==> src/rtl/irqr_pkg.sv <==
package irqr_pkg;

  typedef enum logic [1:0] {
    ST_IDLE    = 2'd0,
    ST_RESPOND = 2'd1,
    ST_PASS    = 2'd2
  } ack_state_t;

endpackage

==> src/rtl/irqr_sync.sv <==
module irqr_sync #(
  parameter int             W       = 1,
  parameter int             STAGES  = 2,
  parameter logic [W-1:0]   RST_VAL = '0
) (
  input  logic         clk,
  input  logic         rst_n,
  input  logic [W-1:0] d,
  output logic [W-1:0] q
);

  logic [STAGES-1:0][W-1:0] stg_q;
  logic [STAGES-1:0][W-1:0] stg_d;

  always_comb begin
    stg_d[0] = d;
    for (int s = 1; s < STAGES; s++) begin
      stg_d[s] = stg_q[s-1];
    end
  end

  always_ff @(posedge clk or negedge rst_n) begin
    if (!rst_n) begin
      stg_q <= {STAGES{RST_VAL}};
    end else begin
      stg_q <= stg_d;
    end
  end

  assign q = stg_q[STAGES-1];

endmodule

==> src/rtl/irqr_cfg.sv <==
module irqr_cfg #(
  parameter int CFG_W = 8
) (
  input  logic             clk,
  input  logic             rst_n,
  input  logic             cfg_we,
  input  logic             cfg_sel,
  input  logic [CFG_W-1:0] cfg_wdata,
  output logic [CFG_W-1:0] level,
  output logic [CFG_W-1:0] vector
);

  logic             level_en;
  logic             vector_en;
  logic [CFG_W-1:0] level_q;
  logic [CFG_W-1:0] level_d;
  logic [CFG_W-1:0] vector_q;
  logic [CFG_W-1:0] vector_d;

  assign level_en  = cfg_we & ~cfg_sel;
  assign vector_en = cfg_we &  cfg_sel;

  always_comb begin
    level_d  = level_q;
    vector_d = vector_q;
    if (level_en) begin
      level_d = cfg_wdata;
    end
    if (vector_en) begin
      vector_d = cfg_wdata;
    end
  end

  always_ff @(posedge clk or negedge rst_n) begin
    if (!rst_n) begin
      level_q  <= '0;
      vector_q <= '0;
    end else begin
      if (level_en) begin
        level_q <= level_d;
      end
      if (vector_en) begin
        vector_q <= vector_d;
      end
    end
  end

  assign level  = level_q;
  assign vector = vector_q;

endmodule

==> src/rtl/irqr_pend.sv <==
module irqr_pend #(
  parameter int LEVELS = 7,
  parameter int CFG_W  = 8
) (
  input  logic              clk,
  input  logic              rst_n,
  input  logic              int_evt,
  input  logic [CFG_W-1:0]  level,
  input  logic              clear,
  output logic              pending,
  output logic [LEVELS-1:0] irq_req
);

  logic lvl_ok;
  logic pend_q;
  logic pend_d;
  logic pend_en;

  assign lvl_ok = (level != '0) && (level <= CFG_W'(LEVELS));

  // a new event has priority over a clear landing on the same edge
  always_comb begin
    pend_d = pend_q;
    if (int_evt && lvl_ok) begin
      pend_d = 1'b1;
    end else if (clear) begin
      pend_d = 1'b0;
    end
  end

  assign pend_en = (int_evt && lvl_ok) || clear;

  always_ff @(posedge clk or negedge rst_n) begin
    if (!rst_n) begin
      pend_q <= 1'b0;
    end else if (pend_en) begin
      pend_q <= pend_d;
    end
  end

  for (genvar i = 0; i < LEVELS; i++) begin : g_req
    assign irq_req[i] = pend_q && (level == CFG_W'(i + 1));
  end

  assign pending = pend_q;

endmodule

==> src/rtl/irqr_ack_fsm.sv <==
module irqr_ack_fsm
  import irqr_pkg::*;
#(
  parameter int CFG_W = 8,
  parameter int ADR_W = 3
) (
  input  logic             clk,
  input  logic             rst_n,
  input  logic             ack_s_n,
  input  logic             chain_s_n,
  input  logic             as_s_n,
  input  logic [1:0]       ds_s_n,
  input  logic [ADR_W-1:0] lvl_addr,
  input  logic [CFG_W-1:0] level,
  input  logic [CFG_W-1:0] vector,
  input  logic             pending,
  output logic [CFG_W-1:0] vec_out,
  output logic             xfer_ack_en,
  output logic             chain_out_n,
  output logic             ack_done
);

  ack_state_t       st_q;
  ack_state_t       st_d;
  logic [CFG_W-1:0] vec_q;
  logic             cyc_start;
  logic             hit;
  logic             vec_load;

  assign cyc_start = !ack_s_n && !chain_s_n && !as_s_n && (ds_s_n != 2'b11);
  assign hit       = pending && (level != '0) && (CFG_W'(lvl_addr) == level);

  always_comb begin
    st_d     = st_q;
    ack_done = 1'b0;
    vec_load = 1'b0;
    unique case (st_q)
      ST_IDLE: begin
        if (cyc_start) begin
          if (hit) begin
            st_d     = ST_RESPOND;
            vec_load = 1'b1;
          end else begin
            st_d = ST_PASS;
          end
        end
      end
      ST_RESPOND: begin
        if (ds_s_n == 2'b11) begin
          st_d     = ST_IDLE;
          ack_done = 1'b1;
        end
      end
      ST_PASS: begin
        if (as_s_n || chain_s_n) begin
          st_d = ST_IDLE;
        end
      end
      default: st_d = ST_IDLE;
    endcase
  end

  always_ff @(posedge clk or negedge rst_n) begin
    if (!rst_n) begin
      st_q <= ST_IDLE;
    end else begin
      st_q <= st_d;
    end
  end

  always_ff @(posedge clk or negedge rst_n) begin
    if (!rst_n) begin
      vec_q <= '0;
    end else if (vec_load) begin
      vec_q <= vector;
    end
  end

  assign xfer_ack_en = (st_q == ST_RESPOND);
  assign vec_out     = xfer_ack_en ? vec_q : '0;
  assign chain_out_n = (st_q != ST_PASS);

endmodule

==> src/rtl/irqr_top.sv <==
module irqr_top #(
  parameter int LEVELS      = 7,
  parameter int CFG_W       = 8,
  parameter int ADR_W       = 3,
  parameter int SYNC_STAGES = 2
) (
  input  logic              clk,
  input  logic              rst_n,
  input  logic              int_evt,
  input  logic              cfg_we,
  input  logic              cfg_sel,
  input  logic [CFG_W-1:0]  cfg_wdata,
  output logic [LEVELS-1:0] irq_req,
  input  logic              ack_cycle_n,
  input  logic              chain_in_n,
  output logic              chain_out_n,
  input  logic              addr_strobe_n,
  input  logic [1:0]        data_strobe_n,
  input  logic [ADR_W-1:0]  lvl_addr,
  output logic [CFG_W-1:0]  vec_out,
  output logic              xfer_ack_en
);

  localparam int BUS_W = 5;

  logic             rst_int_n;
  logic [BUS_W-1:0] bus_raw;
  logic [BUS_W-1:0] bus_s;
  logic [CFG_W-1:0] level;
  logic [CFG_W-1:0] vector;
  logic             pending;
  logic             ack_done;

  irqr_sync #(.W(1), .STAGES(SYNC_STAGES), .RST_VAL(1'b0)) u_rst_sync (
    .clk   (clk),
    .rst_n (rst_n),
    .d     (1'b1),
    .q     (rst_int_n)
  );

  assign bus_raw = {ack_cycle_n, chain_in_n, addr_strobe_n, data_strobe_n};

  irqr_sync #(.W(BUS_W), .STAGES(SYNC_STAGES), .RST_VAL({BUS_W{1'b1}})) u_bus_sync (
    .clk   (clk),
    .rst_n (rst_int_n),
    .d     (bus_raw),
    .q     (bus_s)
  );

  irqr_cfg #(.CFG_W(CFG_W)) u_cfg (
    .clk       (clk),
    .rst_n     (rst_int_n),
    .cfg_we    (cfg_we),
    .cfg_sel   (cfg_sel),
    .cfg_wdata (cfg_wdata),
    .level     (level),
    .vector    (vector)
  );

  irqr_pend #(.LEVELS(LEVELS), .CFG_W(CFG_W)) u_pend (
    .clk     (clk),
    .rst_n   (rst_int_n),
    .int_evt (int_evt),
    .level   (level),
    .clear   (ack_done),
    .pending (pending),
    .irq_req (irq_req)
  );

  irqr_ack_fsm #(.CFG_W(CFG_W), .ADR_W(ADR_W)) u_fsm (
    .clk         (clk),
    .rst_n       (rst_int_n),
    .ack_s_n     (bus_s[4]),
    .chain_s_n   (bus_s[3]),
    .as_s_n      (bus_s[2]),
    .ds_s_n      (bus_s[1:0]),
    .lvl_addr    (lvl_addr),
    .level       (level),
    .vector      (vector),
    .pending     (pending),
    .vec_out     (vec_out),
    .xfer_ack_en (xfer_ack_en),
    .chain_out_n (chain_out_n),
    .ack_done    (ack_done)
  );

endmodule

==> config.mk <==
export PLATFORM = sky130hd
export DESIGN_NAME = irqr_top
export DESIGN_NICKNAME = d
export VERILOG_FILES = /design/src/rtl/irqr_pkg.sv /design/src/rtl/irqr_sync.sv /design/src/rtl/irqr_cfg.sv /design/src/rtl/irqr_pend.sv /design/src/rtl/irqr_ack_fsm.sv /design/src/rtl/irqr_top.sv
export SDC_FILE = /design/constraint.sdc
export NUM_CORES = 1
export LEC_CHECK = 0
export ABC_CLOCK_PERIOD_IN_PS = 2000
export BUFFER_PORTS_ARGS = -buffer_cell sky130_fd_sc_hd__buf_2
export CORE_ASPECT_RATIO = 1.4
export CORE_UTILIZATION = 50
export DETAILED_ROUTE_END_ITERATION = 8
export MAX_ROUTING_LAYER = met4
export PLACE_DENSITY = 0.75
export SETUP_SLACK_MARGIN = 0.1
export SKIP_CTS_REPAIR_TIMING = 1
export SKIP_LAST_GASP = 1
export SYNTH_ARGS = -nofsm -noshare
export SYNTH_HDL_FRONTEND = slang
export SYNTH_HIERARCHICAL = 1
export SYNTH_SLANG_ARGS = --single-unit
export TNS_END_PERCENT = 1
==> constraint.sdc <==
create_clock -name clk -period 2 [get_ports clk]
set_input_delay 0.4 -clock clk [delete_from_list [all_inputs] [get_ports clk]]
set_output_delay 0.4 -clock clk [all_outputs]
set_load 0.01 [all_outputs]
# ---- Yosys cells after proc, flatten, opt, wreduce, memory -nomap -nowiden
# Cells that the tools add are included.
dict set report totals {
  wordCells 66
  in_bits 21
  register_bits 39
}
dict set report classes {
  muxes 13
  reduce_logical 24
  eq_ne 16
  n_lt_le_gt_ge 1
  bitwise 3
}
# cell count
set ops {}
lappend ops {{$eq A8 B3 Y1 const B} 4}
lappend ops {{$eq A8 B2 Y1 const B} 2}
lappend ops {{$logic_and A1 B1 Y1} 14}
lappend ops {{$eq A3 B8 Y1} 1}
lappend ops {{$eq A8 B1 Y1 const B} 1}
lappend ops {{$le A8 B3 Y1 const B} 1}
lappend ops {{$mux W2} 4}
lappend ops {{$mux W8} 1}
lappend ops {{$reduce_bool A8 Y1} 1}
lappend ops {{$mux W1} 7}
lappend ops {{$ne A2 B2 Y1 const B} 3}
lappend ops {{$pmux W2 S3} 1}
lappend ops {{$eq A2 B2 Y1 const B} 2}
lappend ops {{$ne A2 B1 Y1 const B} 2}
lappend ops {{$logic_not A1 Y1} 3}
lappend ops {{$reduce_and A3 Y1} 1}
lappend ops {{$and A1 B1 Y1} 2}
lappend ops {{$eq A2 B1 Y1 const B} 1}
lappend ops {{$logic_not A2 Y1} 1}
lappend ops {{$logic_or A1 B1 Y1} 2}
lappend ops {{$reduce_and A2 Y1} 1}
lappend ops {{$reduce_bool A2 Y1} 1}
lappend ops {{$not A1 Y1} 1}

# ---- Longest topological paths before layout
# Gate-level depths: netlist of the first run.
dict set report logic_depth {
  word_depth 6
  ltp_mapped 4
  mapped_depth_nobuf 4
}

# ---- Modules after synthesis
# The synthesis of the first run kept the hierarchy.
# mod cells_per_inst n_inst area_each_um2 seq_area_each_um2
set by_module_without_submodules {}
lappend by_module_without_submodules {irqr_cfg 35 1 641.9 400.4}
lappend by_module_without_submodules {irqr_ack_fsm 47 1 556.8 250.2}
lappend by_module_without_submodules {{irqr_sync at u_bus_sync} 10 1 262.8 262.8}
lappend by_module_without_submodules {irqr_pend 20 1 155.1 25.0}
lappend by_module_without_submodules {{irqr_sync at u_rst_sync} 2 1 50.0 50.0}
lappend by_module_without_submodules {irqr_top 1 1 3.8 0.0}

# ---- Worst setup path after synthesis of the first run
# OpenSTA, ideal clock, no wires.
dict set report synth_path {
  path_type {register -> output}
  from {reg u_cfg.level_q[6] (netlist: u_cfg/level[6])}
  to {out irq_req[1]}
  path_stages_with_launch 4
  arrival_ps 1510
  slack_ps 90
  path_buffers 1
  cell_sequence {dfrtp_1 or4_4 buf_6 nor4_1}
}
dict set report synth_between {
  elab_chain_len 2
}
# item line
set synth_lines {}
lappend synth_lines {{from (decl)} irqr_cfg.sv:15} ;# logic [CFG_W-1:0] level_q;
lappend synth_lines {{from (signal assigned)} irqr_cfg.sv:40} ;# level_q <= level_d;
lappend synth_lines {{$eq A8 B2 Y1} irqr_pend.sv:42} ;# assign irq_req[i] = pend_q && (level == CFG_W'(i + 1));
lappend synth_lines {{$logic_and A1 B1 Y1} irqr_pend.sv:42}
lappend synth_lines {{to (decl)} irqr_top.sv:13} ;# output logic [LEVELS-1:0] irq_req,
# No other way between the ends.

# ---- Worst setup path after layout of the first run
dict set report layout_path {
  from {reg u_cfg.level_q[4] (netlist: u_cfg/level[4])}
  to {out irq_req[0]}
}
dict set report layout_between {
  elab_chain_len 2
}
# item line
set layout_lines {}
lappend layout_lines {{$eq A8 B1 Y1} irqr_pend.sv:42}
lappend layout_lines {{$logic_and A1 B1 Y1} irqr_pend.sv:42}
# No other way between the ends.

==> results of run 1 <==
==> flip-flops by register name (all words and copies together), names as in the netlist <==
register          cells
u_cfg/level           8
u_cfg/vector          8
u_fsm/vec_q           8
u_bus_sync/q          5
u_bus_sync/stg_d      5
u_fsm/st_q            2
u_pend/pending        1
u_rst_sync/q          1
u_rst_sync/stg_d      1
==> stage by stage <==
| stage | setup WS [ps] | TNS, ps | cell area (um^2) | hold slack, ps | std cells |
|---|---|---|---|---|---|
| CTS | -223 | -1290 | 2020 | -122 | 201 |
| floorplan | 90.4 | 0 | 1670 | 104 | 115 |
| detailed placement | 32.3 | 0 | 1920 | 187 | 193 |
| global placement | 33.0 | 0 | 1920 | 185 | 193 |
| global route | -207 | -1520 | 2150 | 190 | 207 |
| finish | -172 | -1040 | 2150 | 207 | 207 |
==> report_power, final <==
group	leakage, nW	switching [mW]	total, mW	internal, mW
clock network	0.0505	0.262	0.576	0.313
registers	0.464	0.0443	0.907	0.863
logic	0.501	0.148	0.291	0.143
total	1.02	0.455	1.77	1.32
==> layer usage <==
metal / global-route usage, % / wire length [um]
met5: - / 0
met4: 9.26 / 89
met3: 4.14 / 108
met1: 23.3 / 1280
met2: 31.4 / 1760
==> cells by family after synthesis <==
kind of cell	share of synthesized area (%)
mux	18.0
xor+xnor	1.57
simple gates	16.0
flops	59.2
other cells	0.225
buf+inv	2.02
compound gates	3.00
==> critical path, delay by kind of cell (launching register included) <==
| kind | cells | cell delay (ps) |
|---|---|---|
| buffers and inverters | 1 | 170 |
| AND/OR/NAND/NOR | 2 | 890 |
| flip-flops | 1 | 430 |
==> cell usage in the layout (no fill, tap or decap), types with 2 or more instances in the layout <==
master	n
buf_2	37
dfrtp_1	29
mux2_2	16
dfstp_2	10
buf_4	8
mux2_4	8
and2_1	8
clkbuf_8	7
nor4_4	6
nand2_1	5
nand2b_1	4
xnor2_1	3
buf_6	3
nor2b_1	2
o41ai_1	2
nor2_1	2
nor4_2	2
==> path summary, 6_finish.rpt <==
kind / endpoint / slack, ps
min reg2reg: u_fsm/st_q[1]$_DFFE_PN0P_ / 280
max: irq_req[0] / -170
min: u_bus_sync/stg_d[8]$_DFF_PN1_ / 210
max in group asynchronous: u_bus_sync/stg_d[9]$_DFF_PN1_ / 1380
min in group asynchronous: u_fsm/st_q[1]$_DFFE_PN0P_ / 280
max reg2reg: u_fsm/vec_q[5]$_DFFE_PN0P_ / 50
==> layout make-up <==
| type | count | area [um^2] | share of cell area [%] |
|---|---|---|---|
| multi-input cells | 71 | 721 | 33.4 |
| clock buffers | 7 | 96.3 | 4.47 |
| flip-flops and latches | 39 | 988 | 45.9 |
| inverters | 1 | 3.75 | 0.174 |
| repair buffers | 49 | 289 | 13.4 |
| clock inverters | 1 | 7.51 | 0.348 |
| well taps | 39 | 48.8 | 2.26 |
==> synth_stat cells (2+ instances only) <==
cell      count
and2_1        8
buf_6         2
clkbuf_1      2
dfrtp_1      29
dfstp_2      10
mux2_2       16
mux2_4        8
nand2_1       5
nand2b_1      4
nor2_1        2
nor2b_1       2
nor4_1        6
nor4_4        2
o41ai_1       2
xnor2_1       3
==> results.tsv, run 1 <==
stage	metric	value	unit
pwr	IR drop worst, VDD	0.642	mV
sta	Final Max Tran Viols	0	
pwr	PwrDens	823	nW/um^2
sta	RSZ-0062 raised after global routing	true	
sta	f_max	460	MHz
cts	CTS tree	built	
sta	Slew @ Worst Pin	655	ps
route	via count	1093	
place	number of I/O port buffers	37	
finish	nets@finish	188	
global_route	antenna violations before repair	0	
setup_path	Worst path slowest cell	or4_4	
route	final wirelength	3240	um
die	Top-Level Pins	38	
yosys	Syn Inst Count	115	
setup_path	r2r startpoint	u_cfg/level[5]$_DFFE_PN0P_	
setup_path	type of destination of the critical path	output port	
finish	Area growth syn-to-layout	29.0	%
cts	clk sinks	39	
finish	Antenna Cells	0	
global_route	first-pass GRT wire length	4890	um
yosys	sequential-to-total area share from yosys stat	59.2	%
cts	Clock transition at path regs	70	ps
pwr	Final Power	1.77	mW
global_route	vias in the first global route	1069	
sta	Fin. Hold Viols	0	
yosys	Yosys reg bits	39	
yosys	Post-synth EDFFs	0	
place	Placer Congestion	0.745	
min_path	hold_sp	chain_in_n	
yosys	area share of the leading cell type in the synthesized netlist	43.4	%
yosys	Synth area leader	dfrtp_1	
global_route	largest net degree at the start of global routing	38	
route	iteration-0 DRC count of the detailed router	19	
die	initial core utilization	53.0	%
yosys	YS warnings	6	
min_path	hold path cells	1	
cts	total CTS buffers	5	
setup_path	Required @ worst endpoint	1600	ps
die	die area	3580	um^2
sta	endpoints failing setup	7	
finish	fillers	239	
cts	Clock Tree Root	clkbuf_8	
outcome	failing checks	setup timing	
yosys	ys async rst share	100	%
die	Die X	50.9	um
setup_path	crit start category	flop	
route	WL/cell	15.7	um
yosys	dominant synthesized flop cell	dfrtp_1	
sta	Period minus WS final	2170	ps
yosys	ranking of synthesized cells by area	dfrtp_1 (43%), dfstp_2 (16%), mux2_2 (11%), mux2_4 (7.2%), and2_1 (3.0%)	
setup_path	max incr delay on CP	590	ps
cts	Clock Path Buffers	2	
setup_path	worst-case reg-to-reg path depth	4	
route	DR pass1 iterations	4	
pwr	Leak	1.02	nW
die	core box area	3150	um^2
setup_path	Crit Path Class	reg2out	
route	ANT nets after route	0	
global_route	gr ovfl total	0	
yosys	post-synthesis cell area	1670	um^2
setup_path	critical path launch point	u_cfg/level[4]$_DFFE_PN0P_	
setup_path	arrival time worst endpoint	1770	ps
yosys	Synthesized Nets	136	
yosys	Netlist cell types	29	
outcome	status	finished with violations	
die	DIE HEIGHT	70.4	um
global_route	GRT Overall Usage	19.6	%
setup_path	critical path cell sequence	or4_4 > nor4b_2 > buf_2	
route	drt drc	0	
sta	Final WS setup	-172	ps
cts	Skew-Pair Late Insertion Delay	290	ps
cts	H-tree levels	2	
yosys	Synth Area per Inst	14.5	um^2
sta	Max-slew headroom	55.8	%
sta	clock skew	8.59	ps
setup_path	CP Max Fanout	5	
job	max_cap viols	0	
place	hpwl dp	2150	um
sta	fin crit share	109	%
finish	share of cells above drive strength 1	61.9	%
die	std cell rows	24	
finish	Util after Layout	68.3	%
min_path	Hold WC Path Type	in2reg	
route	Via density	5.28	
Note: power is estimated with default switching activity, not from simulation.
==> inputs of run 2 (changes only) <==
--- a/config.mk
+++ b/config.mk
@@ -12,6 +12,7 @@
 export DETAILED_ROUTE_END_ITERATION = 8
 export MAX_ROUTING_LAYER = met4
 export PLACE_DENSITY = 0.75
+export REMOVE_ABC_BUFFERS = 1
 export SETUP_SLACK_MARGIN = 0.1
 export SKIP_CTS_REPAIR_TIMING = 1
 export SKIP_LAST_GASP = 1
==> results.tsv, run 2 (same netlist as run 1, synthesis figures left out) <==
stage	metric	value	unit	change
outcome	status	finished with violations		
outcome	failing checks	setup timing		
die	DIE HEIGHT	70.4	um	unchanged
sta	f_max	448	MHz	-2.6%
pwr	Final Power	1.78	mW	+0.24%
route	DR pass1 iterations	3		-1
setup_path	max incr delay on CP	640	ps	+50 ps
global_route	antenna violations before repair	0		unchanged
job	max_cap viols	0		unchanged
setup_path	kind of cell adding the most delay to the critical path	simple AND/OR/NAND/NOR gates		
finish	share of cells above drive strength 1	60.0	%	-1.9 points
sta	Final Max Tran Viols	0		unchanged
min_path	Hold WC Path Type	in2reg		
pwr	PwrDens	847	nW/um^2	+2.9%
cts	Skew-Pair Late Insertion Delay	290	ps	about the same
setup_path	CP bufs+invs	1		unchanged
global_route	gr ovfl total	0		unchanged
sta	endpoints failing setup	15		+8
finish	commonest non-fill, non-tap cells in the layout	buf_2 (37), dfrtp_1 (29), mux2_2 (16)		
sta	Slew @ Worst Pin	721	ps	+66.2 ps
place	Placer Congestion	0.772		+3.6%
cts	Clock Path Buffers	2		unchanged
route	met1 wire length	1210	um	-5.2%
route	via count	1063		-2.7%
setup_path	arrival time worst endpoint	1830	ps	+60 ps
route	top routing layer used	met4		
die	Top-Level Pins	38		unchanged
cts	Clock transition at path regs	70	ps	about the same
setup_path	critical path cell sequence	or4_4 > nor4_1 > buf_2		
cts	clk sinks	39		unchanged
finish	Area growth syn-to-layout	25.7	%	
sta	fin crit share	111	%	+2.9 points
setup_path	Required @ worst endpoint	1600	ps	about the same
die	Die X	50.9	um	unchanged
die	initial core utilization	53.0	%	unchanged
sta	Period minus WS final	2230	ps	+57.4 ps
die	die area	3580	um^2	unchanged
route	ANT nets after route	0		unchanged
sta	clock skew	4.13	ps	-4.46 ps
cts	Clock Tree Root	clkbuf_8		
cts	total CTS buffers	5		unchanged
place	hpwl dp	2210	um	+2.8%
global_route	GRT Overall Usage	20.1	%	+0.51 points
place	pre-CTS setup slack	-22.0	ps	-54.3 ps
die	std cell rows	24		unchanged
global_route	vias in the first global route	1084		+1.4%
route	iteration-0 DRC count of the detailed router	19		unchanged
route	met3 wire length	117	um	+8.3%
global_route	first-pass GRT wire length	4860	um	-0.57%
route	final wirelength	3060	um	-5.6%
finish	nets@finish	185		-1.6%
sta	Final WS setup	-230	ps	-57.4 ps
sta	Max-slew headroom	51.3	%	-4.5 points
finish	most common cell after layout, fill and taps aside	buf_2		
cts	H-tree levels	2		unchanged
finish	Antenna Cells	0		unchanged
die	core box area	3150	um^2	unchanged
setup_path	Worst path slowest cell	or4_4		
setup_path	Crit Path Class	reg2out		
pwr	Leak	1.00	nW	-1.6%
pwr	IR drop worst, VDD	0.939	mV	+46%
setup_path	CP Max Fanout	8		+3
route	drt drc	0		unchanged
cts	CTS tree	built		
route	WL/cell	15.0	um	-4.2%
global_route	largest net degree at the start of global routing	38		unchanged
route	Via density	5.21		-1.3%
route	met2 wire len	1660	um	-6.0%
sta	RSZ-0062 raised after global routing	true		
setup_path	crit start category	flop		
place	number of I/O port buffers	37		unchanged
sta	Fin. Hold Viols	0		unchanged
setup_path	type of destination of the critical path	output port		
run 2: changes by cell type in the layout (fill, tap and decap cells not counted):
cell,previous run,this run
buf_6,3,0
clkbuf_16,0,1
clkbuf_8,7,6
clkinv_2,0,1
clkinvlp_4,1,0
nor4_1,0,2
nor4_4,6,4
run 2: path summary, 6_finish.rpt:
| path | start | endpoint | slack (ps) | depth (start not counted) |
|---|---|---|---|---|
| setup / recovery | u_cfg/level[3]$_DFFE_PN0P_ | irq_req[2] | -230 | 3 |
| max in group asynchronous | u_rst_sync/q$_DFF_PN0_ | u_bus_sync/q[0]$_DFF_PN1_ | 1370 | 1 |
| hold reg to reg | u_rst_sync/q$_DFF_PN0_ | u_fsm/st_q[1]$_DFFE_PN0P_ | 290 | 1 |
| hold / removal | ack_cycle_n | u_bus_sync/stg_d[9]$_DFF_PN1_ | 210 | 1 |
| setup reg to reg | u_cfg/level[5]$_DFFE_PN0P_ | u_fsm/vec_q[6]$_DFFE_PN0P_ | -60 | 5 |
| min in group asynchronous | u_rst_sync/q$_DFF_PN0_ | u_fsm/st_q[1]$_DFFE_PN0P_ | 290 | 1 |
run 2: final cells by class:
class,instances,area [um^2]
well taps,39,48.8
clock inverters,1,5.00
repair buffers,46,255
clock buffers,7,108
multi-input cells,71,691
fillers,240,1050
flip-flops and latches,39,988
inverters,1,3.75
run 2: metrics by stage:
| stage | setup TNS, ps | hold WS, ps | utilization (%) | cells | area (um^2) |
|---|---|---|---|---|---|
| after global placement | 0 | 185 | 60.9 | 193 | 1920 |
| after CTS | -1370 | -127 | 64.4 | 201 | 2030 |
| final | -1760 | 206 | 66.6 | 204 | 2100 |
| after floorplan | 0 | 104 | - | 111 | 1640 |
| after global routing | -2720 | 190 | 66.6 | 204 | 2100 |
| after detailed placement | -88.7 | 188 | 60.9 | 193 | 1920 |
run 2: layer usage:
| layer | vias to the layer above | track usage [%] |
|---|---|---|
| met5 | - | - |
| met3 | 5 | 5.23 |
| met4 | 0 | 11.1 |
| li1 | 502 | - |
| met1 | 530 | 21.5 |
| met2 | 26 | 33.2 |
run 2: report_power, final:
| part | internal, mW | switching (mW) | total (mW) |
|---|---|---|---|
| clock network | 0.353 | 0.255 | 0.608 |
| registers | 0.863 | 0.0436 | 0.907 |
| logic | 0.132 | 0.132 | 0.263 |
| total | 1.35 | 0.430 | 1.78 |
